## src/rtl/ecpf_pkg.sv

```systemverilog
package ecpf_pkg;

  typedef enum logic [2:0] {
    MODE_PIO_STD  = 3'b000,
    MODE_PIO_NIB  = 3'b001,
    MODE_FIFO_STD = 3'b010,
    MODE_ECP      = 3'b011,
    MODE_EPP      = 3'b100,
    MODE_RSVD     = 3'b101,
    MODE_TEST     = 3'b110,
    MODE_CONFIG   = 3'b111
  } port_mode_e;

  // Modes in which the FIFO is not used and is held empty.
  function automatic logic mode_flushes(input logic [2:0] m);
    return (m == MODE_PIO_STD) || (m == MODE_PIO_NIB);
  endfunction

  function automatic int free_slots(input int depth, input int occ);
    return depth - occ;
  endfunction

  // Service condition: terminal count under DMA, else half-depth level in the active direction.
  function automatic logic svc_event(input logic dma_on, input logic tc,
                                     input logic dir_rev, input int occ,
                                     input int depth);
    if (dma_on) return tc;
    if (dir_rev) return occ >= depth / 2;
    return free_slots(depth, occ) >= depth / 2;
  endfunction

endpackage

```

## src/rtl/ecpf_fifo.sv

```systemverilog
module ecpf_fifo #(
  parameter int DEPTH = 16,
  parameter int DW    = 8,
  localparam int AW   = $clog2(DEPTH),
  localparam int CW   = AW + 1
) (
  input  logic          clk,
  input  logic          rst_n,
  input  logic          push,
  input  logic [DW-1:0] din,
  input  logic          pop,
  input  logic          flush,
  output logic [DW-1:0] dout,
  output logic [CW-1:0] occ,
  output logic          empty,
  output logic          full
);
  // DEPTH must be a power of two so the pointers wrap naturally.
  logic [DW-1:0] mem [DEPTH];
  logic [AW-1:0] wr_ptr, rd_ptr;
  logic          push_ok, pop_ok;

  assign empty   = (occ == '0);
  assign full    = (occ == CW'(DEPTH));
  assign push_ok = push && !full && !flush;
  assign pop_ok  = pop && !empty && !flush;
  assign dout    = mem[rd_ptr];

  always_ff @(posedge clk) begin
    if (push_ok) mem[wr_ptr] <= din;
  end

  always_ff @(posedge clk) begin
    if (!rst_n || flush) begin
      wr_ptr <= '0;
      rd_ptr <= '0;
      occ    <= '0;
    end else begin
      if (push_ok) wr_ptr <= wr_ptr + 1'b1;
      if (pop_ok)  rd_ptr <= rd_ptr + 1'b1;
      case ({push_ok, pop_ok})
        2'b10:   occ <= occ + 1'b1;
        2'b01:   occ <= occ - 1'b1;
        default: occ <= occ;
      endcase
    end
  end
endmodule

```

## src/rtl/ecpf_ctl.sv

```systemverilog
module ecpf_ctl (
  input  logic       clk,
  input  logic       rst_n,
  input  logic       wr,
  input  logic [4:0] wdata_hi,
  output logic [2:0] mode,
  output logic       err_mask,
  output logic       dma_en,
  output logic       flush
);
  import ecpf_pkg::*;

  // Only the writable upper five bits are presented; the lower three never reach here.
  assign flush = wr && mode_flushes(wdata_hi[4:2]);

  always_ff @(posedge clk) begin
    if (!rst_n) begin
      mode     <= MODE_PIO_STD;
      err_mask <= 1'b0;
      dma_en   <= 1'b0;
    end else if (wr) begin
      mode     <= wdata_hi[4:2];
      err_mask <= wdata_hi[1];
      dma_en   <= wdata_hi[0];
    end
  end
endmodule

```

## src/rtl/ecpf_svc.sv

```systemverilog
module ecpf_svc #(
  parameter int DEPTH = 16,
  localparam int CW   = $clog2(DEPTH) + 1
) (
  input  logic          clk,
  input  logic          rst_n,
  input  logic          dma_en,
  input  logic          tc,
  input  logic          dir_rev,
  input  logic [CW-1:0] occ,
  input  logic          ack,
  output logic          svc,
  output logic          irq,
  output logic          evt
);
  import ecpf_pkg::*;

  assign evt = svc_event(dma_en, tc, dir_rev, int'(occ), DEPTH);

  // Reset with the bit set so nothing fires until the host re-arms it.
  always_ff @(posedge clk) begin
    if (!rst_n) begin
      svc <= 1'b1;
      irq <= 1'b0;
    end else if (ack) begin
      svc <= 1'b0;
      irq <= 1'b0;
    end else if (!svc && evt) begin
      svc <= 1'b1;
      irq <= 1'b1;
    end else begin
      irq <= 1'b0;
    end
  end
endmodule

```

## src/rtl/ecp_fifo_ctl.sv

```systemverilog
module ecp_fifo_ctl #(
  parameter int DEPTH = 16,
  parameter int DW    = 8,
  localparam int CW   = $clog2(DEPTH) + 1
) (
  input  logic          clk,
  input  logic          rst_n,
  input  logic          dir_rev,
  input  logic          h_wr,
  input  logic          h_sel,
  input  logic [7:0]    h_wdata,
  input  logic          h_rd,
  input  logic          svc_ack,
  input  logic          p_push,
  input  logic [DW-1:0] p_din,
  input  logic          p_pop,
  input  logic          tc_in,
  output logic [DW-1:0] fifo_out,
  output logic [7:0]    ctl_q,
  output logic          irq_pulse,
  output logic          dma_go
);
  logic          push_req, pop_req, ctl_wr, flush_evt;
  logic [DW-1:0] push_data;
  logic [CW-1:0] occ;
  logic          f_empty, f_full;
  logic [2:0]    mode;
  logic          err_mask, dma_en, svc, svc_evt;

  assign ctl_wr    = h_wr && h_sel;
  assign push_req  = dir_rev ? p_push : (h_wr && !h_sel);
  assign push_data = dir_rev ? p_din  : DW'(h_wdata);
  assign pop_req   = dir_rev ? h_rd   : p_pop;

  ecpf_ctl u_ctl (
    .clk, .rst_n, .wr(ctl_wr), .wdata_hi(h_wdata[7:3]),
    .mode, .err_mask, .dma_en, .flush(flush_evt)
  );

  ecpf_fifo #(.DEPTH(DEPTH), .DW(DW)) u_fifo (
    .clk, .rst_n, .push(push_req), .din(push_data), .pop(pop_req),
    .flush(flush_evt), .dout(fifo_out), .occ, .empty(f_empty), .full(f_full)
  );

  ecpf_svc #(.DEPTH(DEPTH)) u_svc (
    .clk, .rst_n, .dma_en, .tc(tc_in), .dir_rev, .occ, .ack(svc_ack),
    .svc, .irq(irq_pulse), .evt(svc_evt)
  );

  assign ctl_q  = {mode, err_mask, dma_en, svc, f_full, f_empty};
  assign dma_go = dma_en && !svc;
endmodule

```

## config.mk

```make
export PLATFORM = sky130hd
export DESIGN_NAME = ecp_fifo_ctl
export DESIGN_NICKNAME = d
export VERILOG_FILES = /design/src/rtl/ecpf_pkg.sv /design/src/rtl/ecpf_fifo.sv /design/src/rtl/ecpf_ctl.sv /design/src/rtl/ecpf_svc.sv /design/src/rtl/ecp_fifo_ctl.sv
export SDC_FILE = /design/constraint.sdc
export NUM_CORES = 1
export LEC_CHECK = 0
export BUFFER_PORTS_ARGS = -buffer_cell sky130_fd_sc_hd__buf_2
export CORE_MARGIN = 2
export CORE_UTILIZATION = 50
export DETAILED_ROUTE_END_ITERATION = 10
export PLACE_DENSITY = 0.68
export RECOVER_POWER = 50
export SYNTH_ARGS = -nofsm -noshare
export SYNTH_HDL_FRONTEND = slang
export SYNTH_HIERARCHICAL = 1
export SYNTH_SLANG_ARGS = --single-unit
```

## constraint.sdc

```tcl
create_clock -name clk -period 4.9 [get_ports clk]
set_clock_uncertainty 0.2 [all_clocks]
set_input_delay 0.735 -clock clk [delete_from_list [all_inputs] [get_ports clk]]
set_output_delay 0.735 -clock clk [all_outputs]
set_load 0.02 [all_outputs]
```

==> qor.txt, run 1 <==
Power Dens Cells: 460 nW/um^2
Post-CTS Setup Inserts: 0
Min-Delay Path Depth: 2
Leak: 2.45 nW
Area of the core: 12600 um^2
Die Wd: 118 um
First-pass iteration count of the detailed router: 4
Crit path time final: 3750 ps
Max Clk Rate: 267 MHz
DR vias: 3235
First-pass GRT wire length: 17800 um
Worst skew pair latency: 410 ps
Post-DP HPWL: 7500 um
Max IR drop VDD: 0.284 mV
Die area: 13900 um^2
CTS tree: built
Fin. Hold Viols: 0
Multi-input gate area: 1930 um^2
Met2 GRT Util: 27.2%
Nets: 432
Worst path required time: 3960 ps
Vias per cell: 5.55
Area Overhead vs Synth: 12.4%
Post-route core utilization: 57.8%
Most used routing layer: met2
RSZ-0062 raised after global routing: no
Clock Path Buffers: 2
Storage cell area: 4330 um^2
Slew @ Worst Pin: 1150 ps
Initial Utilization: 51.4%
Ys Warns: 6
Setup crit end kind: primary output
Syn Area/Cell: 18.1 um^2
Clock-pin slew on the worst setup and hold paths: 60 ps
CP Class: reg2out
Cts-stage hold buffer count: 0
GRT Overall Usage: 17.6%
Gp weighted congestion: 0.744
Vias in the first global route: 3198
Crit path DAT: 2810 ps
Rel. slew slack: 23.4%
# H-tree levels: 4
Post-CTS sizing: 0
Root buffer cell: clkbuf_16
Num Clock Sinks: 152
Die Ht: 118 um
Antenna viol nets, final: 0
Mapped Cells: 358
Met3 Use GR: 5.38%
Fin Setup TNS: 0 ps
Final period utilization: 76.5%
Met1 Resource Use GR: 22.9%
DRC Markers: 0
WL per Instance: 19.9 um
Filler Cells Inserted: 959
Inserted Clock Buffers: 17
Crit-path max FO: 32
Final setup fails: 0
Routed WL: 11600 um
Initial antenna violation count: 0
Tightest Hold Check Type: in2reg
Top Ports: 44
Initial DRC count: 232
Floorplan row count: 41
Net Count, Synth: 392
Max-Cap Viols: 0
Post-Synthesis Cell Area: 6480 um^2
Largest net degree at the start of global routing: 33
Max-slew violations: 0
Path depth of the worst reg2reg path: 9
Share of cells above drive strength 1: 20.9%
Status: finished, final reports clean
Grt total ovfl: 0
IO buf count: 43
Ant diodes: 0
Crit start category: flip-flop
## critical path, stage by stage, from the launching register on
cell     delay, ps
dfxtp_2        970
mux4_1         710
mux4_2         510
buf_2          180
## sequential cells by signal (all words and copies together) (netlist names), named ones only
signal	flops
u_ctl/dma_en	1
u_ctl/err_mask	1
u_ctl/mode	3
u_fifo/mem	128
u_fifo/occ	5
u_fifo/rd_ptr	4
u_fifo/wr_ptr	4
u_svc/irq	1
u_svc/svc	1
## cells in the final DEF (no fill, tap or decap), drive strengths merged, types with 2 or more instances in the layout
| cell | n |
|---|---|
| nor3 | 6 |
| inv | 10 |
| xor2 | 5 |
| buf | 37 |
| clkinv | 8 |
| nor2b | 10 |
| and3b | 2 |
| edfxtp | 128 |
| nor3b | 5 |
| clkbuf | 28 |
| mux2i | 9 |
| nand2 | 9 |
| or3 | 2 |
| nand3 | 3 |
| dfxtp | 24 |
| nor2 | 27 |
| a21oi | 3 |
| mux4 | 40 |
| mux2 | 9 |
| nand2b | 7 |
| ha | 8 |
| o21a | 4 |
| xnor2 | 2 |
| o21ai | 2 |
| bufinv | 2 |
## stage by stage
step | instance area (um^2) | power, mW | setup slack (ps) | hold slack [ps] | instances
floorplan | 6480 | 2.05 | 1330 | 284 | 358
global placement | 6770 | 2.16 | 1090 | 300 | 551
detailed placement | 6770 | 2.17 | 1020 | 312 | 551
CTS | 7330 | 3.39 | 1080 | 283 | 583
global route | 7290 | 3.50 | 994 | 302 | 583
finish | 7290 | 3.36 | 1150 | 302 | 583
## layer usage
metal,vias to the layer above,routed length [um]
li1,1507,-
met1,1602,5170
met2,111,5480
met3,15,772
met4,0,163
met5,-,0
## final timing paths
path | startpoint | end | slack (ps)
setup / recovery | flip-flop | fifo_out[5] | 1150
hold / removal | svc_ack | u_svc/svc | 300
setup reg to reg | u_fifo/occ[3] | u_fifo/occ[4] | 1490
hold reg to reg | u_ctl/err_mask | u_ctl/err_mask | 330
## power by group
group	switching, mW	total (mW)	internal, mW
clock	0.479	1.22	0.744
sequential	0.0930	1.56	1.46
combinational	0.295	0.576	0.281
total	0.867	3.36	2.49
## final cells by class
class	count	share of cell area, %
well taps	172	2.95
multi-input cells	173	26.5
clock inverters	13	1.75
inverters	8	0.412
repair buffers	46	3.11
flip-flops and latches	152	59.4
clock buffers	19	5.94
No activity file was read; power rests on OpenSTA's default activity.
==> run 2, diff against run 1 <==
- PLACE_DENSITY: 0.68 -> 0.71
- clock period: 4.9 -> 3.4 ns (I/O delays scaled with it)
==> qor.txt, run 2 (synthesis results as in run 1) <==
Status: finished, final reports clean (unchanged)
Routed WL: 12400 um (was 11600 um)
Filler Cells Inserted: 943 (was 959)
Initial DRC count: 222 (was 232)
Storage cell area: 4330 um^2 (about the same)
Post-CTS sizing: 0 (unchanged)
Max reg flops: 128 (unchanged)
Fin. Hold Viols: 0 (unchanged)
Final setup fails: 0 (unchanged)
Ant diodes: 0 (unchanged)
Max IR drop VDD: 0.400 mV (was 0.284 mV)
Num Clock Sinks: 152 (unchanged)
Final period utilization: 91.6%
DP Area: 6950 um^2 (was 6770 um^2)
Cts-stage hold buffer count: 0 (unchanged)
Slew @ Worst Pin: 680 ps (was 1150 ps)
Crit-path max FO: 10 (was 32)
Max-slew violations: 0 (unchanged)
Area of the core: 12600 um^2 (unchanged)
Largest net degree at the start of global routing: 33 (unchanged)
Crit path DAT: 3270 ps (was 2810 ps)
Vias in the first global route: 3524 (was 3198)
Post-DP HPWL: 8040 um (was 7500 um)
Root buffer cell: clkbuf_16 (unchanged)
Leak: 2.56 nW (was 2.45 nW)
Fin area: 7450 um^2 (was 7290 um^2)
WL per Instance: 20.5 um (was 19.9 um)
First-pass iteration count of the detailed router: 4 (unchanged)
Die area: 13900 um^2 (unchanged)
Clock-pin slew on the worst setup and hold paths: 60 ps (about the same)
Top Ports: 44 (unchanged)
CP Class: reg2reg (was reg2out)
Crit path cell chain: or4_4 > o21ai_2 > inv_1 > ha_1 > xor2_1 > ha_1 > a221o_1 > a41oi_1 > mux2i_1 (was mux4_1 > mux4_2 > buf_2)
Floorplan row count: 41 (unchanged)
Max Clk Rate: 321 MHz
Clock Path Buffers: 2 (unchanged)
Multi-input gate area: 1930 um^2 (about the same)
Rel. slew slack: 54.6% (was 23.4%)
Reg2Reg Setup Slack: 290 ps (was 1490 ps)
Area Overhead vs Synth: 15.0% (was 12.4%)
Grt total ovfl: 0 (unchanged)
CTS tree: built (unchanged)
IO buf count: 43 (unchanged)
Post-CTS Setup Inserts: 0 (unchanged)
Die Wd: 118 um (unchanged)
Commonest non-fill, non-tap cell in the layout: edfxtp_1 (unchanged)
Power Dens Cells: 654 nW/um^2 (was 460 nW/um^2)
Worst skew pair latency: 420 ps (was 410 ps)
Critical Path Max Stage Delay: 590 ps (was 970 ps)
Register with the most flip-flops: u_fifo/mem (unchanged)
DRC Markers: 0 (unchanged)
Initial Utilization: 51.4% (unchanged)
Share of cells above drive strength 1: 24.9% (was 20.9%)
Initial antenna violation count: 0 (unchanged)
# H-tree levels: 4 (unchanged)
DR vias: 3382 (was 3235)
Tightest Hold Check Type: in2reg (unchanged)
First-pass GRT wire length: 19300 um (was 17800 um)
Worst path required time: 3550 ps (was 3960 ps)
Top flop regs: u_fifo/mem: 128 flops, u_fifo/occ: 5 flops (unchanged)
Crit start category: flip-flop (unchanged)
RSZ-0062 raised after global routing: no (unchanged)
Crit path time final: 3110 ps
Max-Cap Viols: 0 (unchanged)
Commonest cells after routing, fill and taps aside: edfxtp_1, buf_2, nor2_1 (unchanged)
Inserted Clock Buffers: 17 (unchanged)
Vias per cell: 5.58 (was 5.55)
Slowest cell on crit path: or4_4 (was dfxtp_2)
Nets: 455 (was 432)
Fin Setup TNS: 0 ps (unchanged)
Gp weighted congestion: 0.771 (was 0.744)
Setup crit end kind: flip-flop (was primary output)
Antenna viol nets, final: 0 (unchanged)
Die Ht: 118 um (unchanged)
Top cell by count, worst path: ha_1
Hold WS: 78.9 ps (was 302 ps)
GRT Overall Usage: 19.0% (was 17.6%)
[run 2: cell count changes in the layout (fill, tap and decap cells not counted), moves of 2 or more]
cell,previous run,this run
buf_4,3,22
clkbuf_1,11,14
inv_6,2,4
clkinv_1,4,1
clkinvlp_4,1,3
[run 2: critical path: cells and delay by family, from the launching register on]
family,cells,cell delay [ps]
fa+ha+maj,2,530
simple gates,1,590
xor+xnor,1,180
buf+inv,1,80
mux,1,200
flops,1,360
compound gates,3,900
[run 2: layout make-up]
cell class                      instances  share of cell area, %
Inverter                                8                  0.403
Clock buffer                           19                   5.81
Tap cell                              172                   2.89
Multi-Input combinational cell        173                   25.9
Timing Repair Buffer                   69                   5.37
Sequential cell                       152                   58.0
Clock inverter                         13                   1.63
[run 2: report_power, final]
| group | internal, mW | switching [mW] | total, mW |
|---|---|---|---|
| sequential | 2.11 | 0.0787 | 2.19 |
| combinational | 0.428 | 0.505 | 0.933 |
| clock | 1.01 | 0.740 | 1.76 |
| total | 3.55 | 1.32 | 4.88 |
[run 2: through the flow]
step           cells  util (%)  setup slack (ps)  total power, mW
3_5_place_dp     574      55.1               180             3.17
3_3_place_gp     574      55.1               296             3.13
2_1_floorplan    358         -              57.9             2.96
4_1_cts          606      59.5               296             4.92
5_1_grt          606      59.1               127             5.07
6_report         606      59.1               286             4.88
[run 2: path summary, 6_finish.rpt]
check / from / endpoint / cells after the start
hold / removal: svc_ack / u_svc/svc / 2
hold reg to reg: u_ctl/mode[1] / u_ctl/mode[1] / 2
setup reg to reg: u_fifo/occ[3] / u_fifo/occ[4] / 9
setup / recovery: u_fifo/occ[3] / u_fifo/occ[4] / 9
[run 2: routing by layer]
metal	global-route usage [%]	routed length [um]
met5	0	0
met4	8.13	299
met2	30.3	6020
met1	25.0	5070
met3	4.89	1000
